$ cat src/rtl/wtc_pkg.sv
package wtc_pkg;
   localparam logic [2:0] A_CTRL = 3'd0;
   localparam logic [2:0] A_MODE = 3'd1;
   localparam logic [2:0] A_DUTY = 3'd2;
   localparam logic [2:0] A_PER  = 3'd3;
   localparam logic [2:0] A_STAT = 3'd4;
   localparam logic [2:0] A_MSET = 3'd5;
   localparam logic [2:0] A_MCLR = 3'd6;
   localparam logic [2:0] A_MASK = 3'd7;

   localparam int N_TAPS   = 5;
   localparam int N_XLINES = 3;
   localparam int N_FLAGS  = 2;
   localparam int MODE_W   = 10;

   typedef struct packed {
      logic       stop_on_per;
      logic       trig_src;
      logic [1:0] trig_edge;
      logic [1:0] gate_sel;
      logic       xclk_inv;
      logic [2:0] tick_sel;
   } mode_t;

   function automatic int tap_shift(input int idx);
      case (idx)
         0:       return 1;
         1:       return 3;
         2:       return 5;
         3:       return 7;
         default: return 10;
      endcase
   endfunction
endpackage

$ cat src/rtl/wtc_sync.sv
module wtc_sync #(
   parameter int W = 4
) (
   input  logic         clk,
   input  logic         rst_n,
   input  logic [W-1:0] async_in,
   output logic [W-1:0] lvl,
   output logic [W-1:0] lvl_d
);
   generate
      for (genvar i = 0; i < W; i++) begin : g_bit
         logic s1_q, s2_q, s3_q;
         always_ff @(posedge clk or negedge rst_n) begin
            if (!rst_n) begin
               s1_q <= 1'b0;
               s2_q <= 1'b0;
               s3_q <= 1'b0;
            end else begin
               s1_q <= async_in[i];
               s2_q <= s1_q;
               s3_q <= s2_q;
            end
         end
         assign lvl[i]   = s2_q;
         assign lvl_d[i] = s3_q;
      end
   endgenerate
endmodule

$ cat src/rtl/wtc_tick_gen.sv
module wtc_tick_gen
   import wtc_pkg::*;
#(
   parameter int PRESC_W = 10
) (
   input  logic                clk,
   input  logic                rst_n,
   input  logic [2:0]          tick_sel,
   input  logic                xclk_inv,
   input  logic [1:0]          gate_sel,
   input  logic [N_XLINES-1:0] x_lvl,
   input  logic [N_XLINES-1:0] x_lvl_d,
   output logic                tick
);
   if (PRESC_W < tap_shift(N_TAPS - 1)) begin : g_bad_presc
      $error("wtc_tick_gen: PRESC_W too small for the slowest tap");
   end

   logic [PRESC_W-1:0] presc_q;
   logic [N_TAPS-1:0]  tap;
   logic [1:0]         x_idx;
   logic               x_edge, raw_tick, gate_ok;

   always_ff @(posedge clk or negedge rst_n) begin
      if (!rst_n) presc_q <= '0;
      else        presc_q <= presc_q + 1'b1;
   end

   generate
      for (genvar i = 0; i < N_TAPS; i++) begin : g_tap
         localparam int SH = tap_shift(i);
         assign tap[i] = &presc_q[SH-1:0];
      end
   endgenerate

   assign x_idx  = tick_sel[1:0] - 2'd1;
   assign x_edge = xclk_inv ? (~x_lvl[x_idx] &  x_lvl_d[x_idx])
                            : ( x_lvl[x_idx] & ~x_lvl_d[x_idx]);

   always_comb begin
      case (tick_sel)
         3'd0:    raw_tick = tap[0];
         3'd1:    raw_tick = tap[1];
         3'd2:    raw_tick = tap[2];
         3'd3:    raw_tick = tap[3];
         3'd4:    raw_tick = tap[4];
         default: raw_tick = x_edge;
      endcase
   end

   assign gate_ok = (gate_sel == 2'd0) ? 1'b1 : x_lvl[gate_sel - 2'd1];
   assign tick    = raw_tick & gate_ok;

   AST_GATE_BLOCKS: assert property (@(posedge clk) disable iff (!rst_n)
      (gate_sel != 2'd0 && !x_lvl[gate_sel - 2'd1]) |-> !tick);
endmodule

$ cat src/rtl/wtc_trig_det.sv
module wtc_trig_det (
   input  logic       aux_lvl,
   input  logic       aux_lvl_d,
   input  logic       x0_lvl,
   input  logic       x0_lvl_d,
   input  logic       trig_src,
   input  logic [1:0] trig_edge,
   output logic       ext_trig
);
   logic cur, prev, rise, fall;

   assign cur  = trig_src ? x0_lvl   : aux_lvl;
   assign prev = trig_src ? x0_lvl_d : aux_lvl_d;
   assign rise = cur & ~prev;
   assign fall = ~cur & prev;

   always_comb begin
      case (trig_edge)
         2'd1:    ext_trig = rise;
         2'd2:    ext_trig = fall;
         2'd3:    ext_trig = rise | fall;
         default: ext_trig = 1'b0;
      endcase
   end
endmodule

$ cat src/rtl/wtc_core.sv
module wtc_core
   import wtc_pkg::*;
#(
   parameter int CNT_W = 16
) (
   input  logic               clk,
   input  logic               rst_n,
   input  logic               tick,
   input  logic               en_req,
   input  logic               dis_req,
   input  logic               trig,
   input  logic               stop_on_per,
   input  logic [CNT_W-1:0]   duty,
   input  logic [CNT_W-1:0]   period,
   input  logic               stat_clr,
   output logic [N_FLAGS-1:0] flags,
   output logic               wave
);
   localparam logic [CNT_W-1:0] CNT_MAX = '1;

   logic [CNT_W-1:0] cnt_q, cnt_nxt;
   logic             run_q, wave_q, per_f_q, ovf_f_q;
   logic             step, per_evt, duty_evt, ovf_evt;

   assign step     = run_q & tick & ~trig;
   assign cnt_nxt  = (cnt_q == period) ? '0 : cnt_q + 1'b1;
   assign per_evt  = step & (cnt_nxt == period);
   assign duty_evt = step & (cnt_nxt == duty);
   assign ovf_evt  = step & (cnt_q == CNT_MAX) & (cnt_q != period);

   always_ff @(posedge clk or negedge rst_n) begin
      if (!rst_n) begin
         cnt_q   <= '0;
         run_q   <= 1'b0;
         wave_q  <= 1'b0;
         per_f_q <= 1'b0;
         ovf_f_q <= 1'b0;
      end else begin
         if (dis_req)                            run_q <= 1'b0;
         else if (en_req)                        run_q <= 1'b1;
         else if (per_evt && stop_on_per)        run_q <= 1'b0;

         if (trig)      cnt_q <= '0;
         else if (step) cnt_q <= cnt_nxt;

         if (trig || per_evt) wave_q <= 1'b0;
         else if (duty_evt)   wave_q <= 1'b1;

         per_f_q <= per_evt | (per_f_q & ~stat_clr);
         ovf_f_q <= ovf_evt | (ovf_f_q & ~stat_clr);
      end
   end

   assign flags = {ovf_f_q, per_f_q};
   assign wave  = wave_q;

   AST_WAVE_LOW_AFTER_PER: assert property (@(posedge clk) disable iff (!rst_n)
      per_evt |=> !wave_q);
   AST_ONESHOT_HALT: assert property (@(posedge clk) disable iff (!rst_n)
      (per_evt && stop_on_per && !en_req) |=> !run_q);
   AST_TRIG_ZEROES: assert property (@(posedge clk) disable iff (!rst_n)
      trig |=> (cnt_q == '0 && !wave_q));
   AST_STOPPED_STAYS: assert property (@(posedge clk) disable iff (!rst_n)
      (!run_q && !en_req) |=> !run_q);
   AST_OVF_FLAG: assert property (@(posedge clk) disable iff (!rst_n)
      ovf_evt |=> ovf_f_q);
   AST_SET_BEATS_CLEAR: assert property (@(posedge clk) disable iff (!rst_n)
      (per_evt && stat_clr) |=> per_f_q);
endmodule

$ cat src/rtl/wtc_channel.sv
module wtc_channel
   import wtc_pkg::*;
#(
   parameter int CNT_W   = 16,
   parameter int PRESC_W = 10
) (
   input  logic        clk,
   input  logic        rst_n,
   input  logic        reg_wr,
   input  logic        reg_rd,
   input  logic [2:0]  reg_addr,
   input  logic [31:0] reg_wdata,
   output logic [31:0] reg_rdata,
   input  logic [2:0]  xclk_in,
   input  logic        aux_trig_in,
   output logic        wave_out,
   output logic        irq
);
   if (CNT_W < 4 || CNT_W > 32) begin : g_bad_width
      $error("wtc_channel: CNT_W must lie in 4..32");
   end

   localparam logic [CNT_W-1:0] DUTY_RST = CNT_W'(1) << (CNT_W - 1);
   localparam logic [CNT_W-1:0] PER_RST  = '1;

   mode_t              mode_q;
   logic [CNT_W-1:0]   duty_q, per_q;
   logic [N_FLAGS-1:0] mask_q, flags;
   logic               wr_ctrl, en_req, dis_req, sw_trig, ext_trig, tick, stat_clr;
   logic [N_XLINES:0]  s_lvl, s_lvl_d;
   logic               unused_wdata;

   assign unused_wdata = ^reg_wdata;

   assign wr_ctrl  = reg_wr && reg_addr == A_CTRL;
   assign en_req   = wr_ctrl && reg_wdata[0];
   assign dis_req  = wr_ctrl && reg_wdata[1];
   assign sw_trig  = wr_ctrl && reg_wdata[2];
   assign stat_clr = reg_rd && reg_addr == A_STAT;

   always_ff @(posedge clk or negedge rst_n) begin
      if (!rst_n) begin
         mode_q <= '0;
         duty_q <= DUTY_RST;
         per_q  <= PER_RST;
         mask_q <= '0;
      end else if (reg_wr) begin
         case (reg_addr)
            A_MODE: mode_q <= mode_t'(reg_wdata[MODE_W-1:0]);
            A_DUTY: duty_q <= reg_wdata[CNT_W-1:0];
            A_PER:  per_q  <= reg_wdata[CNT_W-1:0];
            A_MSET: mask_q <= mask_q | reg_wdata[N_FLAGS-1:0];
            A_MCLR: mask_q <= mask_q & ~reg_wdata[N_FLAGS-1:0];
            default: ;
         endcase
      end
   end

   always_comb begin
      reg_rdata = '0;
      case (reg_addr)
         A_MODE: reg_rdata[MODE_W-1:0]  = mode_q;
         A_DUTY: reg_rdata[CNT_W-1:0]   = duty_q;
         A_PER:  reg_rdata[CNT_W-1:0]   = per_q;
         A_STAT: reg_rdata[N_FLAGS-1:0] = flags;
         A_MASK: reg_rdata[N_FLAGS-1:0] = mask_q;
         default: ;
      endcase
   end

   wtc_sync #(.W(N_XLINES + 1)) u_sync (
      .clk(clk), .rst_n(rst_n), .async_in({aux_trig_in, xclk_in}),
      .lvl(s_lvl), .lvl_d(s_lvl_d));

   wtc_tick_gen #(.PRESC_W(PRESC_W)) u_tick (
      .clk(clk), .rst_n(rst_n), .tick_sel(mode_q.tick_sel),
      .xclk_inv(mode_q.xclk_inv), .gate_sel(mode_q.gate_sel),
      .x_lvl(s_lvl[N_XLINES-1:0]), .x_lvl_d(s_lvl_d[N_XLINES-1:0]), .tick(tick));

   wtc_trig_det u_trig (
      .aux_lvl(s_lvl[N_XLINES]), .aux_lvl_d(s_lvl_d[N_XLINES]),
      .x0_lvl(s_lvl[0]), .x0_lvl_d(s_lvl_d[0]),
      .trig_src(mode_q.trig_src), .trig_edge(mode_q.trig_edge), .ext_trig(ext_trig));

   wtc_core #(.CNT_W(CNT_W)) u_core (
      .clk(clk), .rst_n(rst_n), .tick(tick), .en_req(en_req), .dis_req(dis_req),
      .trig(sw_trig | ext_trig), .stop_on_per(mode_q.stop_on_per),
      .duty(duty_q), .period(per_q), .stat_clr(stat_clr), .flags(flags), .wave(wave_out));

   assign irq = |(flags & mask_q);

   AST_IRQ_NEEDS_MASK: assert property (@(posedge clk) disable iff (!rst_n)
      (mask_q == '0) |-> !irq);
   AST_READ_CLEARS: assert property (@(posedge clk) disable iff (!rst_n)
      (stat_clr && !tick) |=> (flags == '0));
endmodule

$ cat config.mk
export PLATFORM = sky130hd
export DESIGN_NAME = wtc_channel
export DESIGN_NICKNAME = d
export VERILOG_FILES = /design/src/rtl/wtc_pkg.sv /design/src/rtl/wtc_sync.sv /design/src/rtl/wtc_tick_gen.sv /design/src/rtl/wtc_trig_det.sv /design/src/rtl/wtc_core.sv /design/src/rtl/wtc_channel.sv
export SDC_FILE = /design/constraint.sdc
export NUM_CORES = 1
export LEC_CHECK = 0
export BUFFER_PORTS_ARGS = -buffer_cell sky130_fd_sc_hd__buf_2
export CAP_MARGIN = 20
export CELL_PAD_IN_SITES_DETAIL_PLACEMENT = 1
export CELL_PAD_IN_SITES_GLOBAL_PLACEMENT = 1
export CORE_MARGIN = 5
export CORE_UTILIZATION = 45
export CTS_CLUSTER_DIAMETER = 80
export DETAILED_ROUTE_END_ITERATION = 8
export GPL_TIMING_DRIVEN = 0
export PLACE_DENSITY = 0.83
export SLEW_MARGIN = 20
export SYNTH_ARGS = -nofsm -noshare
export SYNTH_HDL_FRONTEND = slang
export SYNTH_SLANG_ARGS = --single-unit
export TNS_END_PERCENT = 5
$ cat constraint.sdc
create_clock -name clk -period 4.2 [get_ports clk]
set_clock_uncertainty 0.05 [all_clocks]
set_input_delay 0.63 -clock clk [delete_from_list [all_inputs] [get_ports clk]]
set_output_delay 0.63 -clock clk [all_outputs]
set_load 0.01 [all_outputs]
; Word-level counts from Yosys, hierarchy flattened
; Cells that the tools add are included.
[word_totals]
latch_bits = 0
mem_bits_ro = 0
output_inout_bits = 34
mem_bits_rw = 0
word_cells = 126
mem_count = 0
reg_bits = 86
inputBits = 43
[classes]
n_eq_ne = 19
n_mul = 0
mux = 24
addsub = 4
n_lt_le_gt_ge = 2
bitwise = 27
div = 0
shifts = 0
n_reduce_logical = 23
[op_table]
columns = operator, n
row1 = == test 16 bit, 3
row2 = two-way mux 16 bit, 3
row3 = case mux 8 bit (3 select lines), 1
row4 = adder 16 x 1 -> 16 bit (second input constant), 1
row5 = == test 16 bit (second input constant), 1
row6 = != test 16 bit, 1
row7 = == test 3 bit (second input constant), 5
row8 = AND 1 bit, 13
row9 = == test 3 x 2 -> 1 bit (second input constant), 4
row10 = two-way mux 1 bit, 12
row11 = case mux 6 bit (2 select lines), 1
row12 = adder 10 x 1 -> 10 bit (second input constant), 1
row13 = case mux 2 bit (5 select lines), 1
row14 = AND reduction 10 bit, 1
row15 = AND reduction 2 bit, 4
row16 = AND reduction 7 bit, 1
row17 = binary-select mux 1 bit (select 2 bit), 3
row18 = == test 3 x 1 -> 1 bit (second input constant), 2
row19 = logical AND 1 bit, 6
row20 = zero test 3 bit, 2
row21 = < comparator 2 x 3 -> 1 bit (second input constant), 2
row22 = NOT 1 bit, 6
row23 = nonzero test 2 bit, 3
row24 = case mux 1 bit (5 select lines), 1
row25 = other kinds (15), 21

; Logic depth before layout (Yosys ltp)
[logic_depth]
word_depth = 15
ltp_mapped = 12
depth_no_buf = 11

; By module
; From an unflattened synthesis, not the netlist that was laid out.
[unflattened]
cells_unflattened = 574
area_unflattened_um2 = 5836.8
[by_module_without_submodules]
columns = module, cells_per_inst, n_inst, seq_area_each_um2, area_each_um2
row1 = wtc_core, 298, 1, 500.5, 2391.0
row2 = wtc_channel, 185, 1, 1122.3, 2352.3
row3 = wtc_tick_gen, 61, 1, 250.2, 651.9
row4 = wtc_sync, 20, 1, 300.3, 360.3
row5 = wtc_trig_det, 10, 1, 0.0, 81.3

; Worst setup path after synthesis
; No wires, ideal clock.
[synth_path]
kind = register -> register
from = register u_core.cnt_q[1]
to = register u_core.wave_q, in the netlist u_core.wave
path_slack_ns = 1.195
required_time_ns = 4.030
path_buffers = 0
setup_ns = 0.120
path_stages_with_launch = 10
synth_period_minus_slack_ns = 3.005
arrival_ns = 2.834
path_cell_list = dfrtp_1 > ha_1 > nand4_1 > nor4_4 > xor3_4 > a2111oi_2 > a31o_1 > o211ai_1 > or4_4 > o211a_1
[synth_between]
elab_chain_len = 6
elab_cells_between_ends = 10
cone_classes = 1 x add/sub / 3 x eq/ne / 2 x mux / 2 x bitwise / 2 x reduce/logical
[synth_lines]
columns = item, line
row1 = "start, declared", wtc_core.sv:21  ; logic [CNT_W-1:0] cnt_q, cnt_nxt;
row2 = "start signal, assigned", wtc_core.sv:44  ; else if (step) cnt_q <= cnt_nxt;
row3 = adder 16 x 1 -> 16 bit or == test 16 bit (tied branches), wtc_core.sv:26  ; assign cnt_nxt = (cnt_q == period) ? '0 : cnt_q + 1'b1;
row4 = two-way mux 16 bit *, wtc_core.sv:26
row5 = == test 16 bit, wtc_core.sv:27  ; assign per_evt = step & (cnt_nxt == period);
row6 = AND 1 bit, wtc_core.sv:27
row7 = logical OR 1 bit, wtc_core.sv:46  ; if (trig || per_evt) wave_q <= 1'b0;
row8 = two-way mux 1 bit or nonzero test 2 bit (tied branches), --
row9 = "end signal, assigned", wtc_core.sv:35  ; wave_q <= 1'b0;
row10 = "end signal, assigned", wtc_core.sv:46
row11 = "end signal, assigned", wtc_core.sv:47  ; else if (duty_evt) wave_q <= 1'b1;
row12 = "end, declared", wtc_core.sv:22  ; logic run_q, wave_q, per_f_q, ovf_f_q;
; Every way passes the cells marked *; elsewhere a longest branch is shown, timed or not.
; A chain may end at the register's enable or synchronous reset.

; Worst setup path in the final report
[layout_path]
from = register mode_q[0] (netlist bit)
to = register u_core.cnt_q[5]
[layout_between]
elab_chain_len = 11
elab_cells_between_ends = 20
cone_classes = 1 x add/sub / 4 x eq/ne / 6 x mux / 7 x bitwise / 2 x reduce/logical
[layout_lines]
columns = item, line
row1 = "start, declared", wtc_channel.sv:26  ; mode_t mode_q;
row2 = "start signal, assigned", wtc_channel.sv:49  ; A_MODE: mode_q <= mode_t'(reg_wdata[MODE_W-1:0]);
row3 = subtractor 2 x 1 -> 2 bit, wtc_tick_gen.sv:36  ; assign x_idx = tick_sel[1:0] - 2'd1;
row4 = binary-select mux 1 bit (select 2 bit), "wtc_tick_gen.sv:37, wtc_tick_gen.sv:38"
row5 = two-way mux 1 bit (implied by the code), "wtc_tick_gen.sv:37, wtc_tick_gen.sv:38"
row6 = NOT 1 bit (on tied branches), "wtc_tick_gen.sv:38, wtc_tick_gen.sv:37"
row7 = AND 1 bit (on tied branches), "wtc_tick_gen.sv:38, wtc_tick_gen.sv:37"
row8 = two-way mux 1 bit, wtc_tick_gen.sv:37  ; assign x_edge = xclk_inv ? (~x_lvl[x_idx] & x_lvl_d[x_idx])
row9 = case mux 1 bit (5 select lines) *, wtc_tick_gen.sv:41  ; case (tick_sel)
row10 = AND 1 bit *, wtc_tick_gen.sv:52  ; assign tick = raw_tick & gate_ok;
row11 = AND 1 bit * (2 in series), wtc_core.sv:25  ; assign step = run_q & tick & ~trig;
row12 = nonzero test 2 bit (no line) *, --
; Every way passes the cells marked *; elsewhere a longest branch is shown, timed or not. The select of a mux whose other input is x is not followed.

==> results.md <==
* Clock transition at path regs at 70 ps
* Top post-synthesis cells by count: 69 x dfrtp_1, 49 x mux2_2, 39 x xnor2_1
* Endpoints failing setup at 0
* Via Count at 4759
* Setup repair bufs after CTS at 0
* Power density over the cells at 422 mW/mm^2
* CP Cell Sequence: inv_1, ha_1, mux2_2, a21oi_1, a31oi_1, a211oi_1, inv_1, nor2_1, nand3_1, a21oi_1
* Worst path bufs/invs at 2
* Post-synth top flop: dfrtp_1
* Clock latency on the worst-skew pair at 360 ps
* Synth Instances at 558
* Post-CTS Resized at 0
* Die H at 121 um
* Overall Power at 0.00270 W
* GR Overflow Total at 0
* Num CTS Buffers at 9
* Max-cap violations at 0
* Die area at 0.0147 mm^2
* Synth top area cells: dfrtp_1 31%, mux2_2 9.9%, dfstp_2 8.0%
* DRC at 0
* Post-synth top area share at 0.311
* Cts hold-fix bufs at 0
* Synth unique cells at 78
* Clock tree buffer depth at 2
* Startpoint types: flop
* Design area at 0.00639 mm^2
* Seq/Total Area, Yosys at 0.391
* Gr usage total at 0.235
* Largest net degree at the start of global routing at 45
* First-pass GRT wire length at 26.6 mm
* R2r setup slk at 440 ps
* Final HPWL DP at 12.8 mm
* Max Slew Vio Count at 0
* Number of clock sinks at 86
* Leakage Power at 2.72 nW
* Status: complete, no violations
* WS Path Type: reg -> reg
* GPL Wtd Cong at 0.882
* Util after Layout at 0.530
* Syn Area/Cell at 9.96 um^2
* Area of the multi-input gates at 0.00311 mm^2
* I/O pin count at 77
* Fmax at 0.266 GHz
* Delay-heaviest family, CP: compound AO/OA/AOI/OAI gates
* DR WL/cell at 20.8 um
* Crit. End Element: flop
* Maximum VDD drop at 295 uV
* Critical path's slowest cell: a211oi_1
* PortBufs at 43
* Crit. Startpoint: mode_q[0]$_DFFE_PN0P_
* Largest stage delay, worst path at 720 ps
* Fin crit share at 0.896
* Slew of the pin with the lowest slew margin at 816 ps
* Min Tclk post-route at 3760 ps
* RSZ-0062 raised after global routing: no
* Initial antenna violation count at 0
* Req. time, crit path at 4420 ps
* Initial core utilization at 0.461
* ANT cells at 0
* HP Class: in -> async
* TritonCTS clock tree: done
* Core Area at 0.0121 mm^2
* Worst slew margin at 0.453
* R2R cell count at 10
* Antenna-violating nets left at 0
* Number of fill cells at 1395
* Num rows at 40
* Drt first-iter violations at 316
* Vias in the first global route at 5086
* Register area at 0.00217 mm^2
* Area grow syn2layout at 15.0%
* Final nets at 682
* Final Hold Violating Endpoints at 0
* Worst R2R End: u_core.cnt_q[5]$_DFFE_PN0P_
* EDFF count, synth at 0
* Setup_tns at 0 ps
* First-pass DRT Iterations at 5
* Critical Path Fanout Max at 9
* Root Buffer: clkbuf_16
* Routed WL at 16.7 mm
* Cell Area, Synth at 0.00556 mm^2
* Total number of yosys warnings at 0
* Worst EP arrival at 3990 ps
* Die width at 121 um
* # H-tree levels at 3
* Critical R2R Launch: mode_q[0]$_DFFE_PN0P_
* Synth area leader: dfrtp_1
* Dpl cell area at 0.00606 mm^2
* Synthesis-stage register bit count at 86
* Ratio of cells with drive above 1 in the final layout at 0.270
* Ys async rst share at 1.00
* Most common cell in the netlist: dfrtp_1
* Vias per cell at 5.94
==> kinds of logic after synthesis <==
family,count (synthesis),share of synthesized area
AOI/OAI and AO/OA,119,0.141
xor gates and xnor gates,50,0.0898
adders and majority gates,11,0.0248
buffers and inverters,67,0.0592
DFF,86,0.391
muxes,60,0.119
other,1,0.000675
and+or+nand+nor,164,0.174
==> placed cells by master (no fill, tap or decap), drive strengths merged, types with 7 or more instances in the layout <==
cell     n
nand2   36
ha      11
xnor2   39
mux2    49
nor2    33
a31oi    7
a22oi   12
or3      7
buf     76
o21ai   25
nand3    9
inv     17
conb    16
nand4   14
nor4     8
nor3    10
dfstp   17
dfrtp   69
a21oi   34
clkbuf  29
xor2     7
mux2i   11
==> where the power goes <==
group	switching, W	total [W]	internal (W)
clock network	0.000353	0.000894	0.000541
registers	0.000159	0.00112	0.000961
logic	0.000362	0.000682	0.000320
==> cell type report <==
cell class	instances	area share
multi-input cells	420	0.487
flip-flops and latches	86	0.340
plain buffers	51	0.0421
clock buffers	10	0.0374
repair buffers	44	0.0372
well taps	168	0.0329
clock inverters	6	0.0145
inverters	16	0.00939
==> flip-flops by register name, summed over array words and instances, names as in the netlist, named ones only <==
name and count:
u_tick.presc_q 10, u_sync.g_bit.s2_q 4, u_core.run_q 1, u_core.wave 1, u_core.cnt_q 16, per_q 16, mode_q 10, u_core.per_f_q 1
u_sync.g_bit.s1_q 4, duty_q 16, u_sync.g_bit.s3_q 4, u_core.ovf_f_q 1
==> metrics by stage <==
stage | hold WS (ps) | setup WS [ps] | std cells
after floorplan | 281 | 1200 | 573
final | 225 | 438 | 801
after global routing | 273 | 221 | 801
after global placement | 284 | 595 | 784
after detailed placement | 286 | 538 | 785
after CTS | 243 | 513 | 801
==> routing by layer <==
metal / share of wire / global-route usage
met5: 0 / 0
met2: 0.51 / 0.412
met4: 0.034 / 0.113
met1: 0.40 / 0.279
met3: 0.048 / 0.0373
==> worst max-delay path by stage <==
stage	slack [ps]	depth (start not counted)	to
CTS	510	10	u_core.cnt_q[5]$_DFFE_PN0P_
detailed placement	540	10	u_core.cnt_q[3]$_DFFE_PN0P_
floorplan	1200	9	u_core.wave$_DFFE_PN0P_
global placement	600	10	u_core.cnt_q[5]$_DFFE_PN0P_
finish	440	10	u_core.cnt_q[5]$_DFFE_PN0P_
global route	220	10	u_core.cnt_q[11]$_DFFE_PN0P_
(Power assumes the default switching activity.)
